--- src/rtl/smul_pkg.sv ---
package smul_pkg;
  localparam int unsigned OP_W_DEF = 8;

  function automatic int unsigned prod_width(int unsigned op_w);
    return 2 * op_w;
  endfunction
endpackage

--- src/rtl/smul_magnitude.sv ---
module smul_magnitude #(
  parameter int unsigned W = 8
) (
  input  logic [W-1:0] val_i,
  output logic [W-1:0] mag_o,
  output logic         neg_o
);
  logic [W-1:0] cpl;

  assign neg_o = val_i[W-1];
  assign cpl   = ~val_i + {{(W-1){1'b0}}, 1'b1};
  // 8'h80 maps to itself; read unsigned it is 128
  assign mag_o = neg_o ? cpl : val_i;
endmodule

--- src/rtl/smul_uarray.sv ---
module smul_uarray #(
  parameter int unsigned W = 8
) (
  input  logic [W-1:0]   mcand_i,
  input  logic [W-1:0]   mplier_i,
  output logic [2*W-1:0] prod_o
);
  localparam int unsigned PW = 2 * W;

  logic [PW-1:0] pp  [W];
  logic [PW-1:0] acc [W+1];

  assign acc[0] = '0;

  for (genvar i = 0; i < W; i++) begin : g_row
    logic [PW-1:0] ext;
    assign ext    = {{W{1'b0}}, mcand_i};
    assign pp[i]  = mplier_i[i] ? (ext << i) : '0;
    assign acc[i+1] = acc[i] + pp[i];
  end

  assign prod_o = acc[W];
endmodule

--- src/rtl/smul_sign_fix.sv ---
module smul_sign_fix #(
  parameter int unsigned PW = 16
) (
  input  logic [PW-1:0] mag_i,
  input  logic          flip_i,
  output logic [PW-1:0] res_o
);
  logic [PW-1:0] cpl;

  assign cpl   = ~mag_i + {{(PW-1){1'b0}}, 1'b1};
  assign res_o = flip_i ? cpl : mag_i;
endmodule

--- src/rtl/smul_signmag.sv ---
module smul_signmag
  import smul_pkg::*;
#(
  parameter int unsigned W = OP_W_DEF
) (
  input  logic [W-1:0]              mcand_i,
  input  logic [W-1:0]              mplier_i,
  output logic [prod_width(W)-1:0]  prod_o,
  output logic                      range_err_o
);
  localparam int unsigned PW = prod_width(W);
  localparam logic [W-1:0] MOST_NEG = {1'b1, {(W-1){1'b0}}};

  logic [W-1:0]  mag_a, mag_b;
  logic          neg_a, neg_b;
  logic [PW-1:0] umag;

  smul_magnitude #(.W(W)) u_mag_a (.val_i(mcand_i),  .mag_o(mag_a), .neg_o(neg_a));
  smul_magnitude #(.W(W)) u_mag_b (.val_i(mplier_i), .mag_o(mag_b), .neg_o(neg_b));

  smul_uarray #(.W(W)) u_array (
    .mcand_i (mag_a),
    .mplier_i(mag_b),
    .prod_o  (umag)
  );

  smul_sign_fix #(.PW(PW)) u_fix (
    .mag_i (umag),
    .flip_i(neg_a ^ neg_b),
    .res_o (prod_o)
  );

  assign range_err_o = (mcand_i == MOST_NEG) || (mplier_i == MOST_NEG);
endmodule

--- config.mk ---
export PLATFORM = sky130hd
export DESIGN_NAME = smul_signmag
export DESIGN_NICKNAME = d
export VERILOG_FILES = /design/src/rtl/smul_pkg.sv /design/src/rtl/smul_magnitude.sv /design/src/rtl/smul_uarray.sv /design/src/rtl/smul_sign_fix.sv /design/src/rtl/smul_signmag.sv
export SDC_FILE = /design/constraint.sdc
export NUM_CORES = 1
export LEC_CHECK = 0
export ABC_CLOCK_PERIOD_IN_PS = 14400
export BUFFER_PORTS_ARGS = -buffer_cell sky130_fd_sc_hd__buf_2
export CAP_MARGIN = 20
export CORE_MARGIN = 1.5
export CORE_UTILIZATION = 65
export DETAILED_ROUTE_END_ITERATION = 8
export PLACE_DENSITY = 0.88
export SLEW_MARGIN = 10
export SYNTH_ARGS = -nofsm -noshare
export SYNTH_HDL_FRONTEND = slang
export SYNTH_HIERARCHICAL = 1
export SYNTH_SLANG_ARGS = --single-unit
--- constraint.sdc ---
create_clock -name vclk -period 14.4
set_input_delay 2.16 -clock vclk [all_inputs]
set_output_delay 2.16 -clock vclk [all_outputs]
set_load 0.02 [all_outputs]
Yosys cells after proc, flatten, opt, wreduce, memory -nomap -nowiden
Cells that the tools add are included.
Storage, ports and cells
  logic and storage cells: 28
  input bits: 16
  output and inout port bits: 17
  flip-flop bits (word level): 0
Cells by class
  reductions and logical operators: 1
  multiplexer cells: 11
  eq/ne operators: 2
  $add $sub $neg: 10
  bitwise operators: 4
Operators by type and width (number)
  $add 16x16->16: 5
  $mux 8: 3
  $add 16x1->16 const B: 1
  $add 16x14->16: 1
  $add 16x15->16: 1
  $add 8x1->8 const B: 2
  $eq 8x8->1 const B: 2
  $mux 16: 1
  $not 16->16: 1
  $not 8->8: 2
  $mux 15: 1
  $mux 14: 1
  $mux 13: 1
  $mux 12: 1
  $mux 11: 1
  $mux 10: 1
  $mux 9: 1
  $logic_or 1x1->1: 1
  $xor 1x1->1: 1

Logic depth before layout (Yosys ltp)
  word-level depth: 14
  depth in mapped cells: 30
  gate-level depth less buffers: 30

By module
The synthesis kept the hierarchy.
By module, submodules not included
  smul_uarray: sequential area each 0.0 um^2, cells an instance 233, instances 1, area each 1973.1 um^2
  smul_sign_fix: sequential area each 0.0 um^2, cells an instance 47, instances 1, area each 332.8 um^2
  smul_magnitude: sequential area each 0.0 um^2, cells an instance 22, instances 2, area each 153.9 um^2
  smul_signmag: sequential area each 0.0 um^2, cells an instance 8, instances 1, area each 62.6 um^2

Worst setup path before layout
OpenSTA, ideal clock, no wires.
  path kind: input-to-output
  start: in mcand_i[4]
  end: out prod_o[15]
  required time: 12.240 ns
  stages on the path: 26
  arrival time: 8.741 ns
  path buffers: 0
  slack: 3.499 ns
  cell sequence: or3_1 > nor4_1 > and2_1 > fa_1 > fa_1 > inv_1 > fa_1 > inv_1 > ha_1 > and3_4 > a2111oi_4 > nand2b_1 > a21oi_1 > xnor2_1 > fa_1 > inv_1 > ha_1 > and3_1 > a21oi_1 > nand2_1 > nor2_1 > xnor2_1 > or3_1 > or4_1 > o41ai_2 > xnor2_1
Between the ends
  word-level cells in the longest chain between the ends: 14
  elaborated cells between the ends (all ways): 21
  classes of those cells: add/sub (9); mux (10); bitwise (2)
Ends and longest elaborated chain
  start: declaration: RTL line smul_signmag.sv:6  | input logic [W-1:0] mcand_i,
  $not 8->8 *: RTL line smul_magnitude.sv:11  | assign cpl = ~val_i + {{(W-1){1'b0}}, 1'b1};
  $add 8x1->8 *: RTL line smul_magnitude.sv:11
  $mux 8 *: RTL line smul_magnitude.sv:13  | assign mag_o = neg_o ? cpl : val_i;
  named net mag_a[7]: RTL line smul_signmag.sv:14  | logic [W-1:0] mag_a, mag_b;
  $mux 8 / $mux 9 (equally long branches): RTL line smul_uarray.sv:18  | assign pp[i] = mplier_i[i] ? (ext << i) : '0;
  $add 16x16->16 (4 in series): RTL line smul_uarray.sv:19  | assign acc[i+1] = acc[i] + pp[i];
  $add 16x16->16 *: RTL line smul_uarray.sv:19
  $add 16x14->16 *: RTL line smul_uarray.sv:19
  $add 16x15->16 *: RTL line smul_uarray.sv:19
  named net umag[12]: RTL line smul_signmag.sv:16  | logic [PW-1:0] umag;
  $not 16->16 *: RTL line smul_sign_fix.sv:10  | assign cpl = ~mag_i + {{(PW-1){1'b0}}, 1'b1};
  $add 16x1->16 *: RTL line smul_sign_fix.sv:10
  $mux 16 *: RTL line smul_sign_fix.sv:11  | assign res_o = flip_i ? cpl : mag_i;
  end: declaration: RTL line smul_signmag.sv:8  | output logic [prod_width(W)-1:0] prod_o,
Mark *: on every way through the listed nets, which the timed path passes. The rest lies on a longest branch.

Worst setup path after layout
  start: in mplier_i[0]
  end: out prod_o[15]
Between the ends
  elaborated cells between the ends (all ways): 21
  classes of those cells: add/sub (9); mux (10); bitwise (2)
RTL lines
  start: declaration: RTL line smul_signmag.sv:7  | input logic [W-1:0] mplier_i,
  $not 8->8: RTL line smul_magnitude.sv:11
  $add 8x1->8: RTL line smul_magnitude.sv:11
  $mux 8: RTL line smul_magnitude.sv:13
  named net mag_b[4]: RTL line smul_signmag.sv:14
  $mux 12: RTL line smul_uarray.sv:18
  $add 16x16->16 (2 in series): RTL line smul_uarray.sv:19
  $add 16x14->16: RTL line smul_uarray.sv:19
  $add 16x15->16: RTL line smul_uarray.sv:19
  named net umag[12]: RTL line smul_signmag.sv:16
  $not 16->16: RTL line smul_sign_fix.sv:10
  $add 16x1->16: RTL line smul_sign_fix.sv:10
  $mux 16: RTL line smul_sign_fix.sv:11
The timed path passes the listed nets, and every way through them passes these cells.

==> results.txt <==
----------------------------------------------------
[Status]
  Run status ... finished clean

[GRT]
  Global-route congestion overflow total ... 0
  Via count of the first global-routing pass ... 2237
  Maximum number of pins on one net before global-route repair ... 17
  Global-route wire length before repair ... 9418 um
  Overall Global Routing Usage ... 0.2620
  Number of antenna violations at the first check in global routing ... 0

[Setup path]
  Launching element type of the critical path ... primary input
  Critical setup path kind ... in2out
  Worst-path cell with the longest stage delay ... sky130_fd_sc_hd__fa_1
  Arrival time worst endpoint ... 9.43 ns
  Nature of the critical path endpoint ... output port
  Peak per-stage delay on the critical path ... 0.54 ns
  Top fanout value on the critical path ... 11
  Data required, critical path ... 12.24 ns

[STA]
  FMAX ... 0.08628 GHz
  Total negative setup slack ... 0 ns
  Slew at the pin closest to its max-slew limit ... 0.8608 ns
  Worst Hold Margin ... 4.715 ns
  Ratio of final minimum period to clock period ... 0.8048
  Unrepaired setup endpoints after global routing ... false
  Final Setup Violations ... 0
  Max-slew violation count ... 0
  Worst path setup slack after routing ... 2.810 ns
  Final Hold Fails ... 0
  Max-Slew Margin vs Limit ... 0.4220
  Time the worst path needs with I/O delays and setup ... 11.59 ns

[Worst hold path]
  Hold Crit Class ... in2out

[Routing]
  Wirelength per Cell ... 13.19 um
  Final routed wirelength across all metal layers ... 5406 um
  ANT nets after route ... 0
  Total iterations of the first detailed-routing run ... 6
  Remaining design rule violation count ... 0
  Average vias per placed instance ... 5.541
  Vias after detailed routing ... 2272
  Iteration-0 DRC Markers ... 96

[Clock network]
  Post_cts resized ... 0
  Buffers inserted by post-CTS timing repair ... 0
  Hold Buf Count CTS ... 0

[Floorplan]
  Effective utilization at floorplan ... 0.6739
  Die footprint ... 4511 um2
  Placeable core area ... 3971 um2
  Die H ... 67.17 um
  Die outline width ... 67.17 um
  Total I/O pin count ... 33
  Number of core rows ... 23

[Logic synthesis]
  Register area share after synthesis ... 0
  Cell type with the largest total area after synthesis ... sky130_fd_sc_hd__fa_1
  Number of nets in the synthesized netlist ... 414
  Synthesis Warnings ... 6
  Combined area of all synthesized cells ... 2676 um2
  Cells after synthesis ... 332
  Main area contributors after synthesis ... sky130_fd_sc_hd__fa_1 (25%), sky130_fd_sc_hd__ha_1 (15%), sky130_fd_sc_hd__and2_1 (10%)
  Count leader, synth ... sky130_fd_sc_hd__inv_1
  Top cell type's share of synthesized area ... 0.2543
  Most instantiated cells after synthesis ... sky130_fd_sc_hd__inv_1 (52), sky130_fd_sc_hd__and2_1 (43), sky130_fd_sc_hd__nand2_1 (40)
  Syn Area/Cell ... 8.061 um2
  Synth cell types ... 38

[Finish]
  Synthesis-to-layout area growth ... 7.433%
  Final net count ... 444
  Count of antenna diodes in the layout ... 0
  Seq. cell area ... 0 um2
  Clk_buf instances ... 0
  Ratio of cells with drive above 1 in the final layout ... 0.1389
  Final Instance Area ... 2875 um2
  FF+latch count ... 0

[Placed design]
  Routability Congestion ... 0.8586
  Pre-CTS worst setup slack ... 2.620 ns
  Post-DP HPWL ... 4524 um
  Placement Cell Area ... 2863 um2
  IO Port Bufs ... 33

[Job]
  Max-cap violation count ... 0

----------------------------------------------------
## placed cells by master (no fill, tap or decap), types with 2 or more instances in the layout
cell / netlist / routed
sky130_fd_sc_hd__inv_1: 52 / 52
sky130_fd_sc_hd__and2_1: 43 / 43
sky130_fd_sc_hd__nand2_1: 40 / 40
sky130_fd_sc_hd__fa_1: 34 / 34
sky130_fd_sc_hd__buf_2: 0 / 33
sky130_fd_sc_hd__ha_1: 32 / 32
sky130_fd_sc_hd__xnor2_1: 26 / 26
sky130_fd_sc_hd__xor2_1: 13 / 13
sky130_fd_sc_hd__o21ai_0: 9 / 9
sky130_fd_sc_hd__a21oi_1: 8 / 8
sky130_fd_sc_hd__nand2b_1: 6 / 6
sky130_fd_sc_hd__nor2_1: 5 / 5
sky130_fd_sc_hd__or3_1: 5 / 5
sky130_fd_sc_hd__o31ai_1: 5 / 5
sky130_fd_sc_hd__nor4_1: 4 / 4
sky130_fd_sc_hd__o21ai_1: 4 / 4
sky130_fd_sc_hd__nand3_1: 3 / 3
sky130_fd_sc_hd__a21o_1: 3 / 3
sky130_fd_sc_hd__nor3_1: 3 / 3
sky130_fd_sc_hd__or4_1: 3 / 3
sky130_fd_sc_hd__or3_4: 3 / 3
sky130_fd_sc_hd__nor4b_2: 2 / 2
sky130_fd_sc_hd__nor2b_1: 2 / 2
sky130_fd_sc_hd__o41ai_1: 2 / 2
sky130_fd_sc_hd__and3_1: 2 / 2
sky130_fd_sc_hd__or2_2: 2 / 2
sky130_fd_sc_hd__a211oi_1: 2 / 2
sky130_fd_sc_hd__buf_4: 5 / 2
sky130_fd_sc_hd__o31ai_2: 2 / 2
## cell families after synthesis
kind of cell / count (synthesis) / share of synthesized area
fa+ha+maj: 66 / 0.4039
compound gates: 41 / 0.1117
xor+xnor: 39 / 0.1276
buf+inv: 60 / 0.09117
simple gates: 126 / 0.2655
## per-stage QoR
| stage | util | std cells |
|---|---|---|
| finish | 0.7240 | 410 |
| global route | 0.7240 | 410 |
| CTS | 0.7209 | 408 |
| detailed placement | 0.7209 | 408 |
| global placement | 0.7209 | 408 |
| floorplan | - | 332 |
## worst paths after layout
path,start,end,depth (start not counted),slack [ns]
setup / recovery,mplier_i[0],prod_o[15],31,2.81
hold / removal,mcand_i[1],range_err_o,5,4.72
## final cells by class
| class | count | area, um2 |
|---|---|---|
| Tap cell | 50 | 62.56 |
| Multi-Input combinational cell | 272 | 2432 |
| Timing Repair Buffer | 36 | 185.2 |
| Inverter | 52 | 195.2 |
| Fill cell | 305 | 1096 |
## per-layer routing
layer / GRT usage / vias to the layer above / part of all wire
li1: - / 1131 / -
met1: 0.3333 / 1101 / 0.46
met2: 0.5000 / 34 / 0.50
met3: 0.01167 / 6 / 0.025
met4: 0.03571 / 0 / 0.011
met5: 0 / - / 0
## critical path: cells and delay by family
family	cells	cell delay, ns
AOI/OAI and AO/OA	5	0.99
buffers and inverters	6	0.56
and+or+nand+nor	9	1.91
adders and majority gates	7	2.90
xor gates and xnor gates	4	0.91
Power is left out: the tool's default activity adds up to more than one toggle a clock period on the data nets, which glitch-free logic cannot reach.
